**config.mk**
```make
export PLATFORM = sky130hd
export DESIGN_NAME = txd_walker
export DESIGN_NICKNAME = d
export VERILOG_FILES = /design/src/rtl/txw_pkg.sv /design/src/rtl/txw_addr_gen.sv /design/src/rtl/txw_clamp.sv /design/src/rtl/txd_walker.sv
export SDC_FILE = /design/constraint.sdc
export NUM_CORES = 1
export LEC_CHECK = 0
export BUFFER_PORTS_ARGS = -buffer_cell sky130_fd_sc_hd__buf_4
export CORE_MARGIN = 10
export CORE_UTILIZATION = 39
export CTS_BUF_LIST = sky130_fd_sc_hd__clkbuf_2
export DETAILED_ROUTE_END_ITERATION = 10
export HOLD_SLACK_MARGIN = 0.02
export SLEW_MARGIN = 5
export SYNTH_ARGS = -nofsm -noshare
export SYNTH_HDL_FRONTEND = slang
export SYNTH_SLANG_ARGS = --single-unit
export TNS_END_PERCENT = 10
```
**constraint.sdc**
```tcl
create_clock -name clk -period 16.7 [get_ports clk]
set_clock_uncertainty 0.2 [all_clocks]
set_input_delay 1.67 -clock clk [delete_from_list [all_inputs] [get_ports clk]]
set_output_delay 1.67 -clock clk [all_outputs]
set_load 0.005 [all_outputs]
```
**src/rtl/txw_pkg.sv**
```systemverilog
package txw_pkg;
  typedef enum logic [3:0] {
    S_IDLE, S_CFG, S_PSZ, S_CNT, S_FLO, S_FHI, S_FSZ, S_FRAG, S_STAT, S_LINK, S_END
  } walk_st_t;

  localparam int          CTL_MSB     = 15;
  localparam int          CTL_LSB     = 12;
  localparam int          PINT_BIT    = 13;
  localparam int          HDR_WORDS   = 4;
  localparam int          FRAG_STRIDE = 3;
  localparam logic [15:0] STATUS_WORD = 16'h0001;
endpackage

```
**src/rtl/txw_addr_gen.sv**
```systemverilog
module txw_addr_gen #(
  parameter int AW = 32,
  parameter int OW = 18
) (
  input  logic [AW-1:0] base,
  input  logic [OW-1:0] woff,
  input  logic          wide,
  output logic [AW-1:0] addr
);
  logic [OW+1:0] boff;

  // word offset to byte offset: x2 for 16-bit slots, x4 for 32-bit slots
  assign boff = wide ? {woff, 2'b00} : {1'b0, woff, 1'b0};
  assign addr = base + AW'(boff);
endmodule

```
**src/rtl/txw_clamp.sv**
```systemverilog
module txw_clamp #(
  parameter int BUF_BYTES = 1536,
  parameter int TW        = 11
) (
  input  logic [TW-1:0] used,
  input  logic [15:0]   want,
  output logic [15:0]   grant,
  output logic [TW-1:0] used_next
);
  logic [TW-1:0] room;

  assign room = TW'(BUF_BYTES) - used;

  always_comb begin
    if (17'(want) > 17'(room)) grant = 16'(room);
    else                       grant = want;
  end

  assign used_next = used + TW'(grant);
endmodule

```
**src/rtl/txd_walker.sv**
```systemverilog
module txd_walker
  import txw_pkg::*;
#(
  parameter int AW        = 32,
  parameter int BUF_BYTES = 1536
) (
  input  logic          clk,
  input  logic          rst_n,
  input  logic          start,
  input  logic [AW-1:0] start_base,
  input  logic          wide_mode,
  input  logic          halt_tx,
  output logic          mem_req,
  output logic          mem_we,
  output logic [AW-1:0] mem_addr,
  output logic [15:0]   mem_wdata,
  input  logic          mem_ack,
  input  logic [15:0]   mem_rdata,
  output logic          frag_valid,
  output logic [AW-1:0] frag_addr,
  output logic [15:0]   frag_len,
  input  logic          frag_done,
  output logic          busy,
  output logic [3:0]    tx_ctl,
  output logic          pint_flag,
  output logic          pkt_done,
  output logic          walk_done
);
  localparam int CW = 16;
  localparam int OW = CW + 2;
  localparam int TW = $clog2(BUF_BYTES + 1);

  walk_st_t      st, st_d;
  logic [AW-1:0] base_q, base_d;
  logic [3:0]    cfg_q, cfg_d;
  logic          pint_q, pint_d;
  logic [CW-1:0] cnt_q, cnt_d;
  logic [CW-1:0] idx_q, idx_d;
  logic [15:0]   flo_q, flo_d;
  logic [15:0]   fhi_q, fhi_d;
  logic [15:0]   fsz_q, fsz_d;
  logic [TW-1:0] tot_q, tot_d;
  logic          pkt_q, pkt_d;

  logic [OW-1:0] frag_off, link_off, woff;
  logic [TW-1:0] tot_nxt;
  logic          last_frag;

  // word offsets of the current fragment entry and of the link word
  assign frag_off  = OW'(idx_q) * OW'(FRAG_STRIDE) + OW'(HDR_WORDS);
  assign link_off  = OW'(cnt_q) * OW'(FRAG_STRIDE) + OW'(HDR_WORDS);
  assign last_frag = (17'(idx_q) + 17'd1) == 17'(cnt_q);

  always_comb begin
    unique case (st)
      S_CFG:   woff = OW'(1);
      S_PSZ:   woff = OW'(2);
      S_CNT:   woff = OW'(3);
      S_FLO:   woff = frag_off;
      S_FHI:   woff = frag_off + OW'(1);
      S_FSZ:   woff = frag_off + OW'(2);
      S_LINK:  woff = link_off;
      default: woff = '0;
    endcase
  end

  txw_addr_gen #(.AW(AW), .OW(OW)) u_addr (
    .base (base_q),
    .woff (woff),
    .wide (wide_mode),
    .addr (mem_addr)
  );

  txw_clamp #(.BUF_BYTES(BUF_BYTES), .TW(TW)) u_clamp (
    .used      (tot_q),
    .want      (fsz_q),
    .grant     (frag_len),
    .used_next (tot_nxt)
  );

  assign mem_req    = (st == S_CFG) || (st == S_PSZ) || (st == S_CNT) || (st == S_FLO) ||
                      (st == S_FHI) || (st == S_FSZ) || (st == S_STAT) || (st == S_LINK);
  assign mem_we     = (st == S_STAT);
  assign mem_wdata  = mem_we ? STATUS_WORD : 16'h0000;
  assign frag_valid = (st == S_FRAG);
  assign frag_addr  = AW'({fhi_q, flo_q});
  assign busy       = (st != S_IDLE);
  assign walk_done  = (st == S_END);
  assign tx_ctl     = cfg_q;
  assign pint_flag  = pint_q;
  assign pkt_done   = pkt_q;

  // next-state process
  always_comb begin
    st_d   = st;
    base_d = base_q;
    cfg_d  = cfg_q;
    pint_d = pint_q;
    cnt_d  = cnt_q;
    idx_d  = idx_q;
    flo_d  = flo_q;
    fhi_d  = fhi_q;
    fsz_d  = fsz_q;
    tot_d  = tot_q;
    pkt_d  = 1'b0;
    unique case (st)
      S_IDLE: if (start) begin
        base_d = start_base;
        st_d   = S_CFG;
      end
      S_CFG: if (mem_ack) begin
        cfg_d  = mem_rdata[CTL_MSB:CTL_LSB];
        pint_d = mem_rdata[PINT_BIT];
        tot_d  = '0;
        st_d   = S_PSZ;
      end
      S_PSZ: if (mem_ack) st_d = S_CNT;
      S_CNT: if (mem_ack) begin
        cnt_d = mem_rdata;
        idx_d = '0;
        st_d  = (mem_rdata == 16'h0000) ? S_STAT : S_FLO;
      end
      S_FLO: if (mem_ack) begin
        flo_d = mem_rdata;
        st_d  = S_FHI;
      end
      S_FHI: if (mem_ack) begin
        fhi_d = mem_rdata;
        st_d  = S_FSZ;
      end
      S_FSZ: if (mem_ack) begin
        fsz_d = mem_rdata;
        st_d  = S_FRAG;
      end
      S_FRAG: if (frag_done) begin
        tot_d = tot_nxt;
        idx_d = idx_q + CW'(1);
        st_d  = last_frag ? S_STAT : S_FLO;
      end
      S_STAT: if (mem_ack) begin
        pkt_d = 1'b1;
        st_d  = halt_tx ? S_END : S_LINK;
      end
      S_LINK: if (mem_ack) begin
        base_d = {base_q[AW-1:16], mem_rdata[15:1], 1'b0};
        st_d   = mem_rdata[0] ? S_END : S_CFG;
      end
      S_END:   st_d = S_IDLE;
      default: st_d = S_IDLE;
    endcase
  end

  // register process
  always_ff @(posedge clk or negedge rst_n) begin
    if (!rst_n) begin
      st     <= S_IDLE;
      base_q <= '0;
      cfg_q  <= '0;
      pint_q <= 1'b0;
      cnt_q  <= '0;
      idx_q  <= '0;
      flo_q  <= '0;
      fhi_q  <= '0;
      fsz_q  <= '0;
      tot_q  <= '0;
      pkt_q  <= 1'b0;
    end else begin
      st     <= st_d;
      base_q <= base_d;
      cfg_q  <= cfg_d;
      pint_q <= pint_d;
      cnt_q  <= cnt_d;
      idx_q  <= idx_d;
      flo_q  <= flo_d;
      fhi_q  <= fhi_d;
      fsz_q  <= fsz_d;
      tot_q  <= tot_d;
      pkt_q  <= pkt_d;
    end
  end
endmodule

```
==> flow_summary_export.csv <==
group,metric,value,unit
grt,grt.total_usage,18.74,%
detailed_routing,wl_per_cell,19.00,µm
critical_path,required,14.83,ns
die,die_y,187.6,µm
sta,finalHoldViolCount,0,
layout,syn_to_final_growth,14.03,%
min_path,hold_path_depth,2,
detailed_routing,dr.pass1.iters,5,
critical_path,r2r-end,"tot_q[9]",
grt,grt_pass1_wl,53.91,mm
layout,layout_common_cells,"nand2_1, buf_4, dfrtp_1, ha_1, o21ai_0",
synth,synth-seq-cells,132,
sta,fin_tns_setup,0,ns
die,coreArea,27780,µm²
clock_network,cts_buffers,17,
layout,fin_cells,1762,
critical_path,critPathMaxFanout,21,
clock_network,clock_tree.buffer_depth,2,
critical_path,worstSetupStartpointType,"flip-flop",
synth,synth-main-ff-cell,"dfrtp_1",
die,fp-row-count,61,
clock_network,hold_buffers,0,
sta,rsz0062_at_grt,"false",
detailed_routing,vias_per_cell,5.492,
sta,worstMarginPinSlew,0.9371,ns
critical_path,r2r_slack,11.15,ns
pwr,clkPwrFrac,8.9,%
synth,yosys.area.top_type,"dfrtp_1",
min_path,hold_start,"fhi_q[0]",
placement,gp_congestion,0.9094,
placement,io_buffers,141,
die,initial_core_util,39.45,%
die,dieArea,35210,µm²
synth,syn_area_per_cell,8.726,µm²
clock_network,insertion_delay,0.71,ns
clock_network,cts_tree,"built",
clock_network,cts_root_buffer,"clkbuf_2",
die,die_w,187.6,µm
detailed_routing,ant_nets,0,
sta,period_share,54.37,%
grt,antenna_found_initial,1,
pwr,peakVddDrop,0.0001362,V
clock_network,cts_sinks,132,
synth,synth-edff-count,0,
placement,hpwl,26.30,mm
pwr,p_sw_share,46.82,%
layout,final_common_cell,"nand2_1",
detailed_routing,drt_iter0_drc,674,
run,maxCapViolCount,0,
layout,drive_gt1_share,19.67,%
critical_path,critPathSlowestCell,"dfrtp_1",
sta,finalSetupViolations,0,
detailed_routing,num_vias,9677,
sta,relSlewSlack,35.91,%
placement,place_area,12250,µm²
sta,fmax,110.1,MHz
layout,n_fill_cell,2787,
critical_path,end_kind,"primary output",
synth,yosysSeqAreaShare,30.14,%
detailed_routing,drt-total-wl,33.48,mm
layout,fin_nets,1536,
synth,async_flop_share,100.0,%
synth,synthCells,1256,
detailed_routing,drc,0,
critical_path,path_cells,"ha_1, ha_1, fa_1, nand2_1, o21ai_1, xnor2_1, o311ai_0, nand3_1, nor4_1, mux2i_1, nand4_1, mux2_2, ha_1, a21o_1, a211o_1, a31oi_1, o31ai_1, a211oi_1, nor2_1, xor2_1, buf_4",
min_path,worstHoldEndpoint,"fhi_q[0]",
synth,syn-cell-area,10960,µm²
synth,ys_warn_count,0,
pwr,p_per_area,186.4,nW/µm²
critical_path,r2r_cells,23,
die,io_pins,162,
synth,ys_types,76,
critical_path,r2r_start,"tot_q[3]",
critical_path,critPathMaxStageDelay,0.85,ns
placement,dp_cells,1729,
grt,grt_max_degree,70,
pwr,total_leakage_power,6.019,nW
pwr,switchingPower,1.091,mW
clock_network,post_cts_buffers,0,
sta,drv_slew,0,
critical_path,critPathKind,"reg -> out",
pwr,p_comb_share,64.5,%
clock_network,ctsResizeCount,0,
pwr,intPower,1.239,mW
critical_path,crit_path_frequent_cell,"ha_1",
pwr,p_seq_share,26.6,%
grt,grt_pass1_vias,9543,
sta,fin_crit,9.080,ns
grt,gr-total-overflow,0,
clock_network,cts.htree.levels,4,
layout,design_area,12500,µm²
sta,whs,0.3376,ns
synth,synth_area_leaders,"dfrtp_1, ha_1, mux2_2, nand2_1, o21ai_0",
min_path,hold_class,"reg -> reg",
critical_path,cp.arrival,7.21,ns
outcome,outcome,"completed",
clock_network,clk_pin_slew,0.24,ns
pwr,p_total,2.330,mW
synth,synth_top_area_share,30.14,%
[per-layer routing]
layer  global-route usage (%)  up-vias  part of all wire (%)
met5                        0        -                     0
met4                    4.277        0                   1.3
met3                    5.009       28                   7.0
met2                    29.04      266                    45
met1                    25.42     4667                    47
li1                         -     4716                     -
[state kept, by name, indices dropped and copies added (netlist names)]
register / cells
st: 4
fhi_q: 16
fsz_q: 16
tx_ctl: 4
cnt_q: 16
idx_q: 16
tot_q: 11
pkt_done: 1
flo_q: 16
base_q: 32
[kinds of logic after synthesis]
logic type                 Yosys count  synth area share (%)
and+or+nand+nor                    399                 16.78
buffers and inverters              114                 4.795
adders and majority gates          111                 12.95
other                                1               0.03422
xor gates and xnor gates           102                 8.357
muxes                               82                 8.471
DFF                                132                 30.14
AOI/OAI and AO/OA                  315                 18.47
[synth_stat cells, types with 11 or more instances]
cell type,count
nand2_1,157
dfrtp_1,132
ha_1,107
o21ai_0,100
nor2_1,92
mux2_2,76
a21oi_1,56
xnor2_1,53
xor2_1,46
clkbuf_1,44
inv_1,43
nand3_1,33
a21o_1,27
nor3_1,25
buf_4,24
a31oi_1,21
nor4_1,19
o21a_1,18
nand4_1,14
o31ai_1,13
a211oi_1,11
[power groups by stage]
stage                     sequential, mW  clock (mW)  combinational (mW)
after floorplan                    0.554           0               0.999
after global placement             0.621           0                1.49
after detailed placement           0.625           0                1.50
after CTS                          0.619       0.215                1.51
after global routing               0.642       0.228                1.68
final                              0.620       0.208                1.50
[per-stage QoR]
stage	util [%]	worst slack, ns
6_report	44.98	7.620
3_5_place_dp	44.10	8.519
4_1_cts	44.97	7.666
3_3_place_gp	44.10	8.698
5_1_grt	44.98	7.116
2_1_floorplan	-	9.619
[worst max-delay path by stage]
stage	from	end	slack (ns)
6_report	idx_q[0]	mem_addr[21]	7.62
5_1_grt	idx_q[0]	mem_addr[21]	7.12
4_1_cts	idx_q[0]	mem_addr[21]	7.67
3_5_place_dp	idx_q[0]	mem_addr[21]	8.52
3_3_place_gp	idx_q[0]	mem_addr[24]	8.70
2_1_floorplan	idx_q[2]	mem_addr[21]	9.62
[worst max-delay path: cells and delay by family (launching register included)]
| kind | cells | cell delay [ns] |
|---|---|---|
| mux | 2 | 0.55 |
| buf+inv | 1 | 0.14 |
| simple gates | 5 | 1.27 |
| fa+ha+maj | 4 | 1.34 |
| xor+xnor | 2 | 0.26 |
| flops | 1 | 0.85 |
| compound gates | 7 | 2.12 |
[final cells by class]
class | count | area (µm²) | area share [%]
inverters | 43 | 161.4 | 1.292
diodes | 1 | 2.502 | 0.02002
repair buffers | 147 | 1107 | 8.861
well taps | 378 | 473.0 | 3.785
multi-input cells | 1029 | 7206 | 57.66
clock inverters | 15 | 158.9 | 1.272
clock buffers | 17 | 85.08 | 0.6808
flip-flops and latches | 132 | 3303 | 26.43
Power figures use the tool's default switching activity.
